## src/rtl/pm_mode_ctrl.sv

```systemverilog
module pm_mode_ctrl #(
  parameter int RST_W = 8
) (
  input  logic       clk,
  input  logic       rst_n,
  input  logic       bat_pon,
  input  logic       bat_poff,
  input  logic       ot_act,
  input  logic       ot_rel,
  input  logic       mc_wr,
  input  logic [1:0] mc_wdata,
  input  logic       wake,
  input  logic       sys_rst_req,
  input  logic       can_stb,
  input  logic       lin_stb,
  input  logic       wd_dis,
  input  logic       wd_mode_bit,
  output logic [4:0] mode_oh,
  output logic [2:0] mode_code,
  output logic       reg1_en,
  output logic       reg2_en,
  output logic [1:0] can_state,
  output logic [1:0] lin_state,
  output logic       wd_timeout,
  output logic       rst_pulse
);
  localparam int CW = $clog2(RST_W + 1);

  typedef enum logic [2:0] {
    M_OFF = 3'd0, M_STBY = 3'd1, M_NORM = 3'd2, M_SLEEP = 3'd3, M_OVT = 3'd4
  } mode_t;

  mode_t mode, nxt;
  logic  v2, nv2, load;
  logic [CW-1:0] cnt;

  always_comb begin
    nxt  = mode;
    nv2  = v2;
    load = 1'b0;
    if (bat_poff) nxt = M_OFF;
    else begin
      case (mode)
        M_OFF: if (bat_pon) begin nxt = M_STBY; load = 1'b1; end
        M_OVT: if (ot_rel && !ot_act) nxt = M_STBY;
        default: begin
          if (ot_act) nxt = M_OVT;
          else if (sys_rst_req) begin nxt = M_STBY; load = 1'b1; end
          else if (mode == M_SLEEP) begin
            if (wake) nxt = M_STBY;
          end else if (mc_wr) begin
            case (mc_wdata)
              2'b00:   nxt = M_STBY;
              2'b01:   nxt = M_SLEEP;
              default: begin nxt = M_NORM; nv2 = mc_wdata[0]; end
            endcase
          end
        end
      endcase
    end
    if (nxt != M_NORM) nv2 = 1'b0;
  end

  always_ff @(posedge clk or negedge rst_n) begin
    if (!rst_n) begin
      mode <= M_OFF;
      v2   <= 1'b0;
      cnt  <= '0;
    end else begin
      mode <= nxt;
      v2   <= nv2;
      if (load)          cnt <= CW'(RST_W);
      else if (cnt != 0) cnt <= cnt - 1'b1;
    end
  end

  function automatic logic [1:0] xcvr(input mode_t m, input logic stb);
    case (m)
      M_OFF:   return 2'b11;
      M_STBY:  return stb ? 2'b01 : 2'b00;
      M_NORM:  return stb ? 2'b01 : 2'b10;
      M_SLEEP: return 2'b01;
      default: return 2'b00;
    endcase
  endfunction

  assign mode_code  = mode;
  assign mode_oh    = 5'd1 << mode;
  assign reg1_en    = (mode == M_STBY) || (mode == M_NORM);
  assign reg2_en    = (mode == M_NORM) && v2;
  assign can_state  = xcvr(mode, can_stb);
  assign lin_state  = xcvr(mode, lin_stb);
  assign rst_pulse  = (cnt != 0);
  assign wd_timeout = !wd_dis && ((mode == M_NORM) ||
                      (((mode == M_STBY) || (mode == M_SLEEP)) && wd_mode_bit));
endmodule

```

## config.mk

```make
export PLATFORM = sky130hd
export DESIGN_NAME = pm_mode_ctrl
export DESIGN_NICKNAME = d
export VERILOG_FILES = /design/src/rtl/pm_mode_ctrl.sv
export SDC_FILE = /design/constraint.sdc
export NUM_CORES = 1
export LEC_CHECK = 0
export ABC_AREA = 1
export BUFFER_PORTS_ARGS = -buffer_cell sky130_fd_sc_hd__buf_4
export CAP_MARGIN = 15
export CORE_MARGIN = 4
export CORE_UTILIZATION = 48
export DETAILED_ROUTE_END_ITERATION = 6
export HOLD_SLACK_MARGIN = 0.12
export PLACE_DENSITY = 0.86
export SLEW_MARGIN = 15
export SYNTH_ARGS = -nofsm -noshare
export SYNTH_HDL_FRONTEND = slang
export SYNTH_SLANG_ARGS = --single-unit
```

## constraint.sdc

```tcl
create_clock -name clk -period 1.75 [get_ports clk]
set_input_delay 0.35 -clock clk [delete_from_list [all_inputs] [get_ports clk]]
set_output_delay 0.35 -clock clk [all_outputs]
set_load 0.01 [all_outputs]
```

==> PnR_summary.wiki <==
{| class="wikitable"
! Metric !! Value
|-
| Result of the run || complete, no violations
|-
| Final TNS setup || 0 ns
|-
| Post-synthesis cell type count || 20
|-
| Nets@finish || 152
|-
| Initial DRC Count || 33
|-
| Final worst path period share || 97.0%
|-
| Cell area power density || 888 nW/um2
|-
| Total Routed Length || 1.92 mm
|-
| Crit path capture type || output port
|-
| Final Hold Viols || 0
|-
| Combinational family with the most area after synthesis || simple AND/OR/NAND/NOR gates
|-
| CP startpoint || mode_code[1]
|-
| Tmin final || 1.70 ns
|-
| Max-cap violations || 0
|-
| Finished Layout Cells || 148
|-
| Arithmetic-cell share of the synthesized area counting full adders, half adders and majority gates || 3.82%
|-
| Startpoint of the lowest-slack hold path || bat_poff
|-
| Flip-flop and latch count after synthesis || 8
|-
| Reported leakage power || 0.536 nW
|-
| Proportion of layout cells with a drive suffix above 1 || 46.6%
|-
| Die W || 45.0 um
|-
| Startpoint of the lowest-slack register-to-register path || mode_code[2]
|-
| Port Buffer Count || 30
|-
| Area fraction in compound gates after synthesis || 11.3%
|-
| Clock buffers created by TritonCTS || 3
|-
| Pin count of the biggest net entering global routing || 10
|-
| Reg-to-reg slack, setup || 0.47 ns
|-
| Via count of the first global-routing pass || 641
|-
| GRT Overall Usage || 19.1%
|-
| CP cell instances || nor2_4 > inv_4 > nor2_4 > inv_1 > o21ai_1 > buf_4
|-
| Critical Path Most Common Cell || sky130_fd_sc_hd__nor2_4
|-
| Hold Path Depth || 4
|-
| Number of sinks handled by clock tree synthesis || 8
|-
| Die Span Y || 45.0 um
|-
| Post-synthesis cell area || 656 um2
|-
| Area fraction in and, or, nand and nor cells after synthesis || 36.5%
|-
| Part of the Yosys area used for sequential elements || 30.5%
|-
| Crit start category || flop
|-
| Buffer type at the clock tree root || sky130_fd_sc_hd__clkbuf_4
|-
| Worst path top cell family by delay || flip-flops
|-
| Post-synth top area share || 30.5%
|-
| Number of nets produced by synthesis || 113
|-
| Clock Skews || 0.0156 ns
|-
| Synthesis warning total || 0
|-
| Class of the most critical setup path || reg2out
|-
| Share of synthesized area spent on multiplexers || 1.53%
|-
| Insertion delay of the later-clocked pin in the worst-skew pair || 0.26 ns
|-
| Via count || 782
|-
| Data required time at the worst endpoint || 1.40 ns
|-
| Clock edge transition at the registers on the reported setup and hold paths || 0.06 ns
|-
| Total setup violations reported at the end of the flow || 0
|-
| Final Total Pwr || 0.000886 W
|-
| Core footprint || 1300 um2
|-
| Sum of net half-perimeters after detailed placement || 1.42 mm
|-
| Path category of the worst min-delay check || in2reg
|-
| Hold Worst Slack || 0.391 ns
|-
| CP max FO || 5
|-
| Max-slew violation count || 0
|-
| Max rail drop VDD || 0.704 mV
|-
| Detailed-router iteration count before antenna repair || 4
|-
| Layout overhead on the synthesized area || 52.3%
|-
| First-pass GRT wire length || 2.77 mm
|-
| Post-route ant nets || 0
|-
| Number of cells produced by synthesis || 96
|-
| IO Count || 31
|-
| Placement row count || 13
|-
| Count of cells along the worst register-to-register path || 7
|-
| Routed via count divided by cell count || 5.28
|-
| Routed WL per cell || 12.9 um
|-
| Cell types with the largest area share after synthesis || sky130_fd_sc_hd__dfrtp_1 31%, sky130_fd_sc_hd__inv_1 10%, sky130_fd_sc_hd__nand2_1 9.2%
|-
| Capture instance of the worst register-to-register path || v2
|-
| Ant diodes || 0
|-
| Die area || 2020 um2
|-
| Average cell area after synthesis || 6.83 um2
|-
| Effective utilization at floorplan || 50.4%
|-
| Antenna violations before repair || 0
|-
| Endpoint arrival time on the critical path || 1.35 ns
|-
| Crit path buffers/inverters || 3
|-
| Count of H-tree levels built during CTS || 1
|-
| Slew @ Worst Pin || 0.224 ns
|-
| Crit path max-delay cell type || sky130_fd_sc_hd__dfrtp_2
|-
| Synth Area in XOR/XNOR || 2.67%
|-
| Count of placed standard cells including taps || 140
|-
| Worst Hold Endpoint || mode_code[0]
|-
| CTS tree || done
|-
| Final routed DRC violation total || 0
|-
| Max-Slew Margin vs Limit || 85.1%
|-
| CP peak stage delay || 0.46 ns
|-
| Leading area contributor after synthesis || sky130_fd_sc_hd__dfrtp_1
|-
| FMAX || 589 MHz
|-
| Routability congestion estimate || 0.913
|-
| CTS max path bufs || 2
|-
| Remaining global-route overflow || 0
|}
## cells in the mapped netlist
cell type / instances
sky130_fd_sc_hd__inv_1: 18
sky130_fd_sc_hd__ha_1: 2
sky130_fd_sc_hd__mux2i_1: 1
sky130_fd_sc_hd__nor2_4: 1
sky130_fd_sc_hd__inv_2: 3
sky130_fd_sc_hd__nand4_1: 2
sky130_fd_sc_hd__a31oi_1: 2
sky130_fd_sc_hd__dfrtp_1: 8
sky130_fd_sc_hd__a21oi_2: 1
sky130_fd_sc_hd__buf_6: 1
sky130_fd_sc_hd__nor2_2: 4
sky130_fd_sc_hd__nor3_2: 1
sky130_fd_sc_hd__nand2_1: 16
sky130_fd_sc_hd__o21ai_2: 2
sky130_fd_sc_hd__a21oi_1: 1
sky130_fd_sc_hd__nand3_2: 2
sky130_fd_sc_hd__nor2_1: 12
sky130_fd_sc_hd__o21ai_0: 6
sky130_fd_sc_hd__nand3_1: 11
sky130_fd_sc_hd__xor2_1: 2
## per-stage QoR
stage / utilization [%] / setup slack, ns / instance area (um2)
floorplan: - / 0.179 / 656
global placement: 68.3 / 0.235 / 888
detailed placement: 68.3 / 0.151 / 888
CTS: 71.9 / 0.00272 / 936
global route: 76.7 / -0.0529 / 998
finish: 76.7 / 0.0529 / 998
## area by class of cell
| type | instances | area, um2 |
|---|---|---|
| Clock buffer | 3 | 22.5 |
| Timing Repair Buffer | 35 | 269 |
| Fill cell | 99 | 303 |
| Multi-Input combinational cell | 66 | 403 |
| Sequential cell | 8 | 204 |
| Tap cell | 15 | 18.8 |
| Inverter | 21 | 81.3 |
## cells by family (layout without fill, tap and decap cells)
| kind of cell | count (synthesis) | count (layout) |
|---|---|---|
| mux | 1 | 1 |
| compound gates | 12 | 12 |
| xor+xnor | 2 | 2 |
| flops | 8 | 8 |
| simple gates | 49 | 49 |
| buf+inv | 22 | 59 |
| fa+ha+maj | 2 | 2 |
## routing by layer
layer	routed length (um)	share of wire (%)	global-route usage, %
met2	947	49	32.2
met3	243	13	9.16
met1	686	36	21.4
met4	38	2.0	5.26
met5	0	0	0
## layout by cell type (no fill, tap or decap)
cell type / count
sky130_fd_sc_hd__nand3_1: 10
sky130_fd_sc_hd__ha_1: 2
sky130_fd_sc_hd__nand2_1: 15
sky130_fd_sc_hd__nand3_2: 3
sky130_fd_sc_hd__inv_1: 16
sky130_fd_sc_hd__nor2_4: 3
sky130_fd_sc_hd__a21oi_1: 1
sky130_fd_sc_hd__nand2_2: 1
sky130_fd_sc_hd__mux2i_1: 1
sky130_fd_sc_hd__a21oi_2: 1
sky130_fd_sc_hd__dlygate4sd3_1: 1
sky130_fd_sc_hd__nor2_1: 11
sky130_fd_sc_hd__xor2_1: 2
sky130_fd_sc_hd__nor2_2: 3
sky130_fd_sc_hd__o21ai_2: 5
sky130_fd_sc_hd__inv_2: 4
sky130_fd_sc_hd__nand4_1: 2
sky130_fd_sc_hd__buf_4: 33
sky130_fd_sc_hd__clkbuf_4: 3
sky130_fd_sc_hd__o21ai_0: 2
sky130_fd_sc_hd__a31oi_1: 2
sky130_fd_sc_hd__buf_6: 1
sky130_fd_sc_hd__nor3_4: 1
sky130_fd_sc_hd__dfrtp_2: 3
sky130_fd_sc_hd__o21ai_1: 1
sky130_fd_sc_hd__inv_4: 1
sky130_fd_sc_hd__dfrtp_1: 5
## flip-flops by register name, indices dropped and copies added, names as in the netlist
signal and count:
cnt 4, mode_code 3, v2 1
## worst max-delay path by stage
| stage | endpoint | depth (start not counted) |
|---|---|---|
| after floorplan | can_state[1] | 6 |
| after global placement | can_state[1] | 6 |
| after detailed placement | can_state[1] | 6 |
| after CTS | can_state[1] | 6 |
| after global routing | can_state[1] | 6 |
| final | can_state[1] | 6 |
## worst min-delay path, stage by stage
cell	delay (ns)
sky130_fd_sc_hd__buf_4	0.08
sky130_fd_sc_hd__inv_1	0.07
sky130_fd_sc_hd__o21ai_2	0.07
sky130_fd_sc_hd__nor2_2	0.04
## report_power, final
group / internal [W] / total [W] / switching (W)
combinational: 0.000205 / 0.000471 / 0.000266
sequential: 0.000239 / 0.000275 / 0.0000362
clock: 0.0000784 / 0.000140 / 0.0000614
total: 0.000523 / 0.000886 / 0.000363
## what timing repair did
item	in CTS	in global routing
resized for setup	3	17
hold endpoints to repair	8	0
setup buffers	1	3
pin swaps	1	3
setup endpoints to repair	4	7
hold buffers	1	0
(Power assumes the default switching activity.)
